$ cat src/rtl/tmr_cmp_pkg.sv
package tmr_cmp_pkg;

  // register addresses
  localparam logic [2:0] ADR_TCTRL = 3'd0;
  localparam logic [2:0] ADR_TLO   = 3'd1;
  localparam logic [2:0] ADR_THI   = 3'd2;
  localparam logic [2:0] ADR_CLO   = 3'd3;
  localparam logic [2:0] ADR_CHI   = 3'd4;
  localparam logic [2:0] ADR_CCTRL = 3'd5;
  localparam logic [2:0] ADR_FLAGS = 3'd6;

  typedef enum logic [3:0] {
    MODE_OFF = 4'h0,
    MODE_SET = 4'h8,
    MODE_CLR = 4'h9,
    MODE_SWI = 4'hA,
    MODE_EVT = 4'hB
  } cmpMode_t;

  // control -> datapath strobes
  typedef struct packed {
    logic       wrLo;
    logic       wrHi;
    logic [7:0] byteIn;
    logic       evtClear;
  } tmrStrb_t;

  // timer configuration decoded from the control register
  typedef struct packed {
    logic       on;
    logic [1:0] ps;
    logic       oscEn;
    logic       noSync;
    logic       clkSrc;
  } tmrCfg_t;

endpackage

$ cat src/rtl/tmr_cmp_dp.sv
module tmr_cmp_dp
  import tmr_cmp_pkg::*;
#(
  parameter int TMR_W       = 16,
  parameter int SYNC_STAGES = 2,
  parameter int PRE_W       = 3
) (
  input  logic             clk,
  input  logic             rstN,
  input  logic             extClk,
  input  tmrCfg_t          cfg,
  input  tmrStrb_t         strb,
  output logic [TMR_W-1:0] tmrVal,
  output logic             ovfEv
);

  localparam int HI_W = TMR_W - 8;

  logic [SYNC_STAGES-1:0] syncQ;
  logic                   extPrevS;
  logic                   riseSync, riseAsync, extRise;
  logic                   srcEv, tick;
  logic [PRE_W-1:0]       preCnt, preMask;

  // external clock: synchronizer chain plus a direct (asynchronous) edge path
  always_ff @(posedge clk) begin
    if (!rstN) begin
      syncQ    <= '0;
      extPrevS <= 1'b0;
    end else begin
      syncQ    <= {syncQ[SYNC_STAGES-2:0], extClk};
      extPrevS <= syncQ[SYNC_STAGES-1];
    end
  end

  assign riseSync  = syncQ[SYNC_STAGES-1] & ~extPrevS;
  assign riseAsync = extClk & ~syncQ[0];
  assign extRise   = cfg.noSync ? riseAsync : riseSync;

  assign srcEv   = cfg.on && (cfg.clkSrc ? (cfg.oscEn && extRise) : 1'b1);
  assign preMask = ~({PRE_W{1'b1}} << cfg.ps);
  assign tick    = srcEv && ((preCnt & preMask) == preMask);

  always_ff @(posedge clk) begin
    if (!rstN)                      preCnt <= '0;
    else if (strb.wrLo || strb.wrHi) preCnt <= '0;
    else if (srcEv)                 preCnt <= preCnt + 1'b1;
  end

  // event clear has priority over writes and counting
  always_ff @(posedge clk) begin
    if (!rstN)              tmrVal <= '0;
    else if (strb.evtClear) tmrVal <= '0;
    else if (strb.wrLo)     tmrVal[7:0] <= strb.byteIn;
    else if (strb.wrHi)     tmrVal[TMR_W-1:8] <= HI_W'(strb.byteIn);
    else if (tick)          tmrVal <= tmrVal + 1'b1;
  end

  assign ovfEv = tick && (&tmrVal) && !strb.evtClear && !strb.wrLo && !strb.wrHi;

  AST_EVT_ZERO: assert property (@(posedge clk) disable iff (!rstN)
    strb.evtClear |=> (tmrVal == '0));

endmodule

$ cat src/rtl/tmr_cmp_ctrl.sv
module tmr_cmp_ctrl
  import tmr_cmp_pkg::*;
#(
  parameter int TMR_W      = 16,
  parameter bit CONV_GATED = 1'b0
) (
  input  logic             clk,
  input  logic             rstN,
  input  logic             adcEnable,
  input  logic             wrEn,
  input  logic [2:0]       addr,
  input  logic [7:0]       wrData,
  output logic [7:0]       rdData,
  input  logic [TMR_W-1:0] tmrVal,
  input  logic             ovfEv,
  output tmrCfg_t          cfg,
  output tmrStrb_t         strb,
  output logic             cmpOut,
  output logic             cmpIrq,
  output logic             ovfIrq,
  output logic             convStart
);

  localparam int HI_W = TMR_W - 8;

  logic [5:0]       tctrlQ, cconQ;
  logic [TMR_W-1:0] cmpQ;
  logic             cmpFlag, ovfFlag, latchQ, matchPrev, convQ;
  logic [3:0]       mode;
  logic             modeActive, clkOk, matchNow, fire, ccWr, flagWr, running;

  assign cfg.on     = tctrlQ[0];
  assign cfg.clkSrc = tctrlQ[1];
  assign cfg.noSync = tctrlQ[2];
  assign cfg.oscEn  = tctrlQ[3];
  assign cfg.ps     = tctrlQ[5:4];

  assign mode       = cconQ[3:0];
  assign modeActive = (mode == MODE_SET) || (mode == MODE_CLR) ||
                      (mode == MODE_SWI) || (mode == MODE_EVT);
  assign clkOk      = !(cfg.clkSrc && cfg.noSync);
  assign matchNow   = modeActive && clkOk && (tmrVal == cmpQ);
  assign fire       = matchNow && !matchPrev;

  assign ccWr   = wrEn && (addr == ADR_CCTRL);
  assign flagWr = wrEn && (addr == ADR_FLAGS);

  assign strb.wrLo     = wrEn && (addr == ADR_TLO);
  assign strb.wrHi     = wrEn && (addr == ADR_THI);
  assign strb.byteIn   = wrData;
  assign strb.evtClear = fire && (mode == MODE_EVT);

  always_ff @(posedge clk) begin
    if (!rstN) begin
      tctrlQ    <= '0;
      cconQ     <= '0;
      cmpQ      <= '0;
      matchPrev <= 1'b0;
    end else begin
      matchPrev <= matchNow;
      if (wrEn && addr == ADR_TCTRL) tctrlQ <= wrData[5:0];
      if (ccWr)                      cconQ  <= wrData[5:0];
      if (wrEn && addr == ADR_CLO)   cmpQ[7:0] <= wrData;
      if (wrEn && addr == ADR_CHI)   cmpQ[TMR_W-1:8] <= HI_W'(wrData);
    end
  end

  // output latch
  always_ff @(posedge clk) begin
    if (!rstN)                            latchQ <= 1'b0;
    else if (ccWr && wrData[5:0] == 6'd0) latchQ <= 1'b0;
    else if (fire && mode == MODE_SET)    latchQ <= 1'b1;
    else if (fire && mode == MODE_CLR)    latchQ <= 1'b0;
  end

  // sticky flags, write-one-to-clear, hardware set wins
  always_ff @(posedge clk) begin
    if (!rstN) begin
      cmpFlag <= 1'b0;
      ovfFlag <= 1'b0;
    end else begin
      if (fire)                    cmpFlag <= 1'b1;
      else if (flagWr && wrData[1]) cmpFlag <= 1'b0;
      if (ovfEv)                   ovfFlag <= 1'b1;
      else if (flagWr && wrData[0]) ovfFlag <= 1'b0;
    end
  end

  generate
    if (CONV_GATED) begin : g_gated
      always_ff @(posedge clk) begin
        if (!rstN) convQ <= 1'b0;
        else       convQ <= strb.evtClear && adcEnable;
      end
    end else begin : g_plain
      always_ff @(posedge clk) begin
        if (!rstN) convQ <= 1'b0;
        else       convQ <= strb.evtClear;
      end
    end
  endgenerate

  assign running = cfg.on && (!cfg.clkSrc || cfg.oscEn);

  always_comb begin
    rdData = 8'h00;
    case (addr)
      ADR_TCTRL: rdData = {running, 1'b0, tctrlQ};
      ADR_TLO:   rdData = tmrVal[7:0];
      ADR_THI:   rdData = 8'(tmrVal[TMR_W-1:8]);
      ADR_CLO:   rdData = cmpQ[7:0];
      ADR_CHI:   rdData = 8'(cmpQ[TMR_W-1:8]);
      ADR_CCTRL: rdData = {2'b00, cconQ};
      ADR_FLAGS: rdData = {6'd0, cmpFlag, ovfFlag};
      default:   rdData = 8'h00;
    endcase
  end

  assign cmpOut    = latchQ;
  assign cmpIrq    = cmpFlag;
  assign ovfIrq    = ovfFlag;
  assign convStart = convQ;

  AST_SET_HIGH: assert property (@(posedge clk) disable iff (!rstN)
    (fire && mode == MODE_SET && !ccWr) |=> cmpOut);
  AST_CONV_GATE: assert property (@(posedge clk) disable iff (!rstN)
    convStart |-> (!CONV_GATED || $past(adcEnable)));
  AST_EVT_NO_OVF: assert property (@(posedge clk) disable iff (!rstN)
    strb.evtClear |=> !$rose(ovfIrq));
  AST_SWI_HOLD: assert property (@(posedge clk) disable iff (!rstN)
    (fire && mode == MODE_SWI && !ccWr) |=> $stable(cmpOut));
  AST_FLAG_SET: assert property (@(posedge clk) disable iff (!rstN)
    fire |=> cmpIrq);
  AST_CLR_LOW: assert property (@(posedge clk) disable iff (!rstN)
    (ccWr && wrData[5:0] == 6'd0) |=> !cmpOut);

endmodule

$ cat src/rtl/tmr_cmp_unit.sv
module tmr_cmp_unit
  import tmr_cmp_pkg::*;
#(
  parameter int TMR_W       = 16,
  parameter int SYNC_STAGES = 2,
  parameter int PRE_W       = 3,
  parameter bit CONV_GATED  = 1'b0
) (
  input  logic       clk,
  input  logic       rstN,
  input  logic       extClk,
  input  logic       adcEnable,
  input  logic       wrEn,
  input  logic [2:0] addr,
  input  logic [7:0] wrData,
  output logic [7:0] rdData,
  output logic       cmpOut,
  output logic       cmpIrq,
  output logic       ovfIrq,
  output logic       convStart
);

  tmrCfg_t          cfg;
  tmrStrb_t         strb;
  logic [TMR_W-1:0] tmrVal;
  logic             ovfEv;

  tmr_cmp_ctrl #(.TMR_W(TMR_W), .CONV_GATED(CONV_GATED)) u_ctrl (
    .clk(clk), .rstN(rstN), .adcEnable(adcEnable),
    .wrEn(wrEn), .addr(addr), .wrData(wrData), .rdData(rdData),
    .tmrVal(tmrVal), .ovfEv(ovfEv), .cfg(cfg), .strb(strb),
    .cmpOut(cmpOut), .cmpIrq(cmpIrq), .ovfIrq(ovfIrq), .convStart(convStart)
  );

  tmr_cmp_dp #(.TMR_W(TMR_W), .SYNC_STAGES(SYNC_STAGES), .PRE_W(PRE_W)) u_dp (
    .clk(clk), .rstN(rstN), .extClk(extClk), .cfg(cfg), .strb(strb),
    .tmrVal(tmrVal), .ovfEv(ovfEv)
  );

endmodule

$ cat config.mk
export PLATFORM = sky130hd
export DESIGN_NAME = tmr_cmp_unit
export DESIGN_NICKNAME = d
export VERILOG_FILES = /design/src/rtl/tmr_cmp_pkg.sv /design/src/rtl/tmr_cmp_dp.sv /design/src/rtl/tmr_cmp_ctrl.sv /design/src/rtl/tmr_cmp_unit.sv
export SDC_FILE = /design/constraint.sdc
export NUM_CORES = 1
export LEC_CHECK = 0
export ABC_AREA = 1
export BUFFER_PORTS_ARGS = -buffer_cell sky130_fd_sc_hd__buf_2
export CORE_MARGIN = 2
export CORE_UTILIZATION = 40
export CTS_BUF_LIST = sky130_fd_sc_hd__clkbuf_8
export DETAILED_ROUTE_END_ITERATION = 8
export PLACE_DENSITY = 0.62
export SLEW_MARGIN = 25
export SYNTH_ARGS = -nofsm -noshare
export SYNTH_HDL_FRONTEND = slang
export SYNTH_HIERARCHICAL = 1
export SYNTH_SLANG_ARGS = --single-unit
$ cat constraint.sdc
create_clock -name clk -period 1.9 [get_ports clk]
set_input_delay 0.19 -clock clk [delete_from_list [all_inputs] [get_ports clk]]
set_output_delay 0.19 -clock clk [all_outputs]
set_load 0.02 [all_outputs]
# Word-level counts from Yosys, hierarchy flattened
# Cells that the tools add are included.
[totals]
register_bits = 55
inputBits = 16
wordCells = 100
[op_classes]
n_eq_ne = 13
shift = 1
muxes = 13
bitwise_logic = 8
n_addsub = 2
n_reduce_logical = 49
[ops]
columns = ["cell", "count"]
rows = [
  ["$pmux 8 s7", 1],
  ["$logic_and 1x1->1", 25],
  ["$mux 8", 3],
  ["$add 16x1->16 const B", 1],
  ["$eq 16x16->1", 1],
  ["$eq 4x4->1 const B", 4],
  ["$mux 16", 1],
  ["$reduce_and 16->1", 1],
  ["$reduce_bool 2->1", 5],
  ["$eq 3x3->1 const B", 3],
  ["$mux 1", 8],
  ["$eq 3x2->1 const B", 2],
  ["$logic_not 1->1", 6],
  ["$logic_not 6->1", 1],
  ["$reduce_or 2->1", 3],
  ["$logic_or 1x1->1", 5],
  ["$not 1->1", 4],
  ["$reduce_and 2->1", 2],
  ["$add 3x1->3 const B", 1],
  ["$and 3x3->3", 1],
  ["$eq 3x1->1 const B", 1],
  ["$eq 3x3->1", 1],
  ["$logic_not 3->1", 1],
  ["$not 3->3", 1],
  ["other kinds (3)", 4],
]

# Depth between registers and ports, before layout
[depth]
depth_word = 13
ltp_mapped = 15
mapped_depth_nobuf = 15

# Modules after synthesis
# The synthesis kept the hierarchy.
[by_module_without_submodules]
columns = ["mod", "cells_per_inst", "instances", "area_per_inst_um2", "seq_area_each_um2"]
rows = [
  ["tmr_cmp_ctrl", 281, 1, 1869.3, 660.6],
  ["tmr_cmp_dp", 246, 1, 1526.5, 440.4],
]

# Worst setup path before layout
# OpenSTA, ideal clock, no wires.
[synth_path]
kind = "register -> register"
from = "register u_dp.tmrVal[5]"
to = "register u_dp.tmrVal[10]"
path_buffers = 0
synth_period_minus_slack_ns = 1.801
arrival_time_ns = 1.685
path_slack_ns = 0.099
required_time_ns = 1.784
stages_incl_launch_ff = 16
setup_ns = 0.116
path_cell_list = "dfxtp_1 -> inv_1 -> nand2_1 -> nand2_1 -> nor2_1 -> nand2_1 -> nor2_1 -> nand3_1 -> nor2_2 -> inv_1 -> nor2_1 -> inv_1 -> nand2_1 -> inv_1 -> nand2_1 -> nor2_2"
[synth_rtl]
columns = ["element", "line_no", "source"]
rows = [
  ["start, declared", "tmr_cmp_dp.sv:13", "output logic [TMR_W-1:0] tmrVal,"],
  ["start signal, assigned", "tmr_cmp_dp.sv:54", "else if (strb.wrLo) tmrVal[7:0] <= strb.byteIn;"],
  ["start signal, assigned by index", "tmr_cmp_dp.sv:55", "else if (strb.wrHi) tmrVal[TMR_W-1:8] <= HI_W'(strb.byteIn);"],
  ["start signal, assigned", "tmr_cmp_dp.sv:56", "else if (tick) tmrVal <= tmrVal + 1'b1;"],
]

==> impl_metrics.py <==
metrics = {
    "global_route": {
        "grt_max_degree": 23,
        "grt_pass1_vias": 3197,
        "antenna_found_initial": 0,
        "grt_pass1_wl_um": 16400,
        "grt_overflow": 0,
        "grt.total_usage": 0.237,
    },
    "outcome": {
        "status": "finished, final reports clean",
    },
    "clock_network": {
        "clkTransAtPathRegs_ns": 0.11,
        "htree_levels": 2,
        "cts_buffers": 5,
        "cts_tree": "built",
        "cts.sinks": 55,
        "clock-root-buffer": "clkbuf_8",
        "clockBufferDepth": 2,
        "clock_latency_ns": 0.31,
    },
    "placed_design": {
        "gp_congestion": 0.941,
        "port_buffers": 26,
        "dp_slack_ns": 0.0392,
        "dp.final_hpwl_um": 8000,
    },
    "drt": {
        "drt_iter0_markers": 253,
        "vias": 3555,
        "wl_um": 10500,
        "via_per_inst": 5.24,
        "drtPass1Iterations": 5,
        "wl_per_cell_um": 15.5,
        "drcViolationCount": 0,
        "drtAntennaViolNets": 0,
    },
    "layout": {
        "final_nets": 590,
        "diodes": 0,
        "area_growth_syn_to_layout_pct": 16.2,
        "layout-drive-gt1-share": 0.229,
    },
    "sta": {
        "finalCriticalPeriod_ns": 1.80,
        "slew_viol_final": 0,
        "tns_ns": 0,
        "slew-limit-headroom": 0.474,
        "finalHoldViolCount": 0,
        "clock.fmax_ghz": 0.556,
        "skew_ns": 0.0112,
        "worst_pin_slew_ns": 0.788,
        "fin_crit_sh": 0.947,
        "setup_ws_ns": 0.101,
        "finalSetupViolCount": 0,
    },
    "yosys": {
        "synth_seq_cells": 55,
        "ys_async_sr_fraction": 0,
        "synth_area_leader_cell": "dfxtp_1",
        "synthFlopType": "dfxtp_1",
        "synthCells": 527,
        "synth_top_area_frac": 0.324,
        "syn_nets": 545,
        "synth_edf_count": 0,
        "yosysMostFrequentCell": "nand2_1",
        "yosys-top-cells-count": "nand2_1 (139), inv_1 (68), dfxtp_1 (55)",
        "synth.area.top_cells": "dfxtp_1 (32%), nand2_1 (15%), inv_1 (7.5%), a21oi_1 (7.2%), nand3_1 (5.5%)",
        "yosys_warnings": 6,
        "yosysSeqAreaShare": 0.324,
        "synth_cell_types": 40,
        "synth_area_um2": 3400,
        "synth.avg_cell_area_um2": 6.44,
    },
    "power_and_ir_drop": {
        "ir_worst_vdd_mv": 0.479,
        "power.total_uw": 2460,
        "power_density_nw_per_um2": 623,
        "power.leakage_uw": 0.00170,
    },
    "worst_setup_path": {
        "end_kind": "flop",
        "path_max_fanout": 4,
        "critPathRequiredTime_ns": 2.15,
        "worstSetupPathType": "flop to flop",
        "r2r.worst_path.cells": 13,
        "crit_arrival_ns": 2.05,
        "worst_setup_path_start_kind": "flop",
    },
    "floorplanning": {
        "dieArea_um2": 9240,
        "initial_utilization": 0.413,
        "die-width_um": 96.1,
        "core-area_um2": 8220,
        "rows": 33,
        "io_pins": 28,
        "die_y_um": 96.1,
    },
    "min_path": {
        "hold_path_class": "input pin to flop",
        "whs_path_depth": 3,
    },
    "job": {
        "drv_cap": 0,
    },
}
## registers in the layout, summed over array words and instances (netlist names), 2 cells and up
signal and cells:
u_dp/tmrVal 16, u_ctrl/cconQ 6, u_ctrl/tctrlQ 6, u_ctrl/cmpQ 16
u_dp/syncQ 2, u_dp/preCnt 3
## cells by family (layout without fill, tap and decap cells)
logic type,after synthesis,count (layout),synth area share
AOI/OAI and AO/OA,110,110,0.179
xor gates and xnor gates,4,4,0.0103
adders and majority gates,2,2,0.00737
buffers and inverters,94,140,0.120
DFF,55,55,0.324
and+or+nand+nor,262,262,0.359
## per-layer routing
metal  track usage  vias to the layer above  share of wire
met4         0.100                        0          0.034
met1         0.320                     1611           0.45
met3        0.0321                       22          0.060
met5             0                        -              0
met2         0.375                      130           0.46
li1              -                     1792              -
## final cells by class
type / count / area (µm²)
fillers: 920 / 4270
clock buffers: 6 / 82.6
well taps: 105 / 131
repair buffers: 56 / 359
multi-input cells: 378 / 1920
flip-flops and latches: 55 / 1120
clock inverters: 2 / 38.8
inverters: 76 / 288
## layout by cell type, fill, tap and decap left out, drive strengths merged, types with 2 or more instances in the layout
cell and instances:
o21ai 38, nand2 151, dfxtp 55, o211ai 2, o2111ai 2, or2 3, ha 2, xnor2 3
a21oi 50, inv 77, nand3 40, clkbuf 6, nor3 7, a221oi 5, buf 56, nor2 53
o22ai 10, nand4 5
## critical path, cell delays in order (launching register included)
cell and delay, ns:
dfxtp_1 0.33, inv_1 0.07, or2_2 0.27, nand3_1 0.11
nor2_2 0.06, nand3_2 0.10, nor2_2 0.05, inv_1 0.08
nor2_2 0.04, inv_2 0.08, nand3_1 0.11, nor3_2 0.28
a21oi_2 0.05, nor2_1 0.09
## stage by stage
step                      instance area [µm²]  utilization  cells  hold WS [ns]
after detailed placement                 3750        0.457    669         0.392
after floorplan                          3400            -    527         0.283
after CTS                                3870        0.471    677        0.0616
after global placement                   3750        0.457    669         0.387
final                                    3950        0.480    678        0.0629
after global routing                     3950        0.480    678        0.0690
## repair_timing
| action | in CTS | in global routing |
|---|---|---|
| hold endpoints to repair | 0 | 0 |
| resized for setup | 0 | 30 |
| buffers inserted | 0 | 1 |
| hold buffers | 0 | 0 |
| endpoints found under the setup margin | 0 | 19 |
## final timing paths
kind | start | endpoint | slack (ns)
max reg2reg | u_ctrl/cmpQ[3] | u_ctrl/ovfIrq | 0.10
min | extClk | u_dp/syncQ[0] | 0.06
max | u_ctrl/cmpQ[3] | u_ctrl/ovfIrq | 0.10
min reg2reg | u_dp/syncQ[0] | u_dp/syncQ[1] | 0.43
## power by group
part	switching, µW	internal [µW]	leakage, µW
clock network	408	435	0.0000618
registers	31.7	1190	0.000454
logic	259	131	0.00118
No activity file was read; power rests on OpenSTA's default activity.
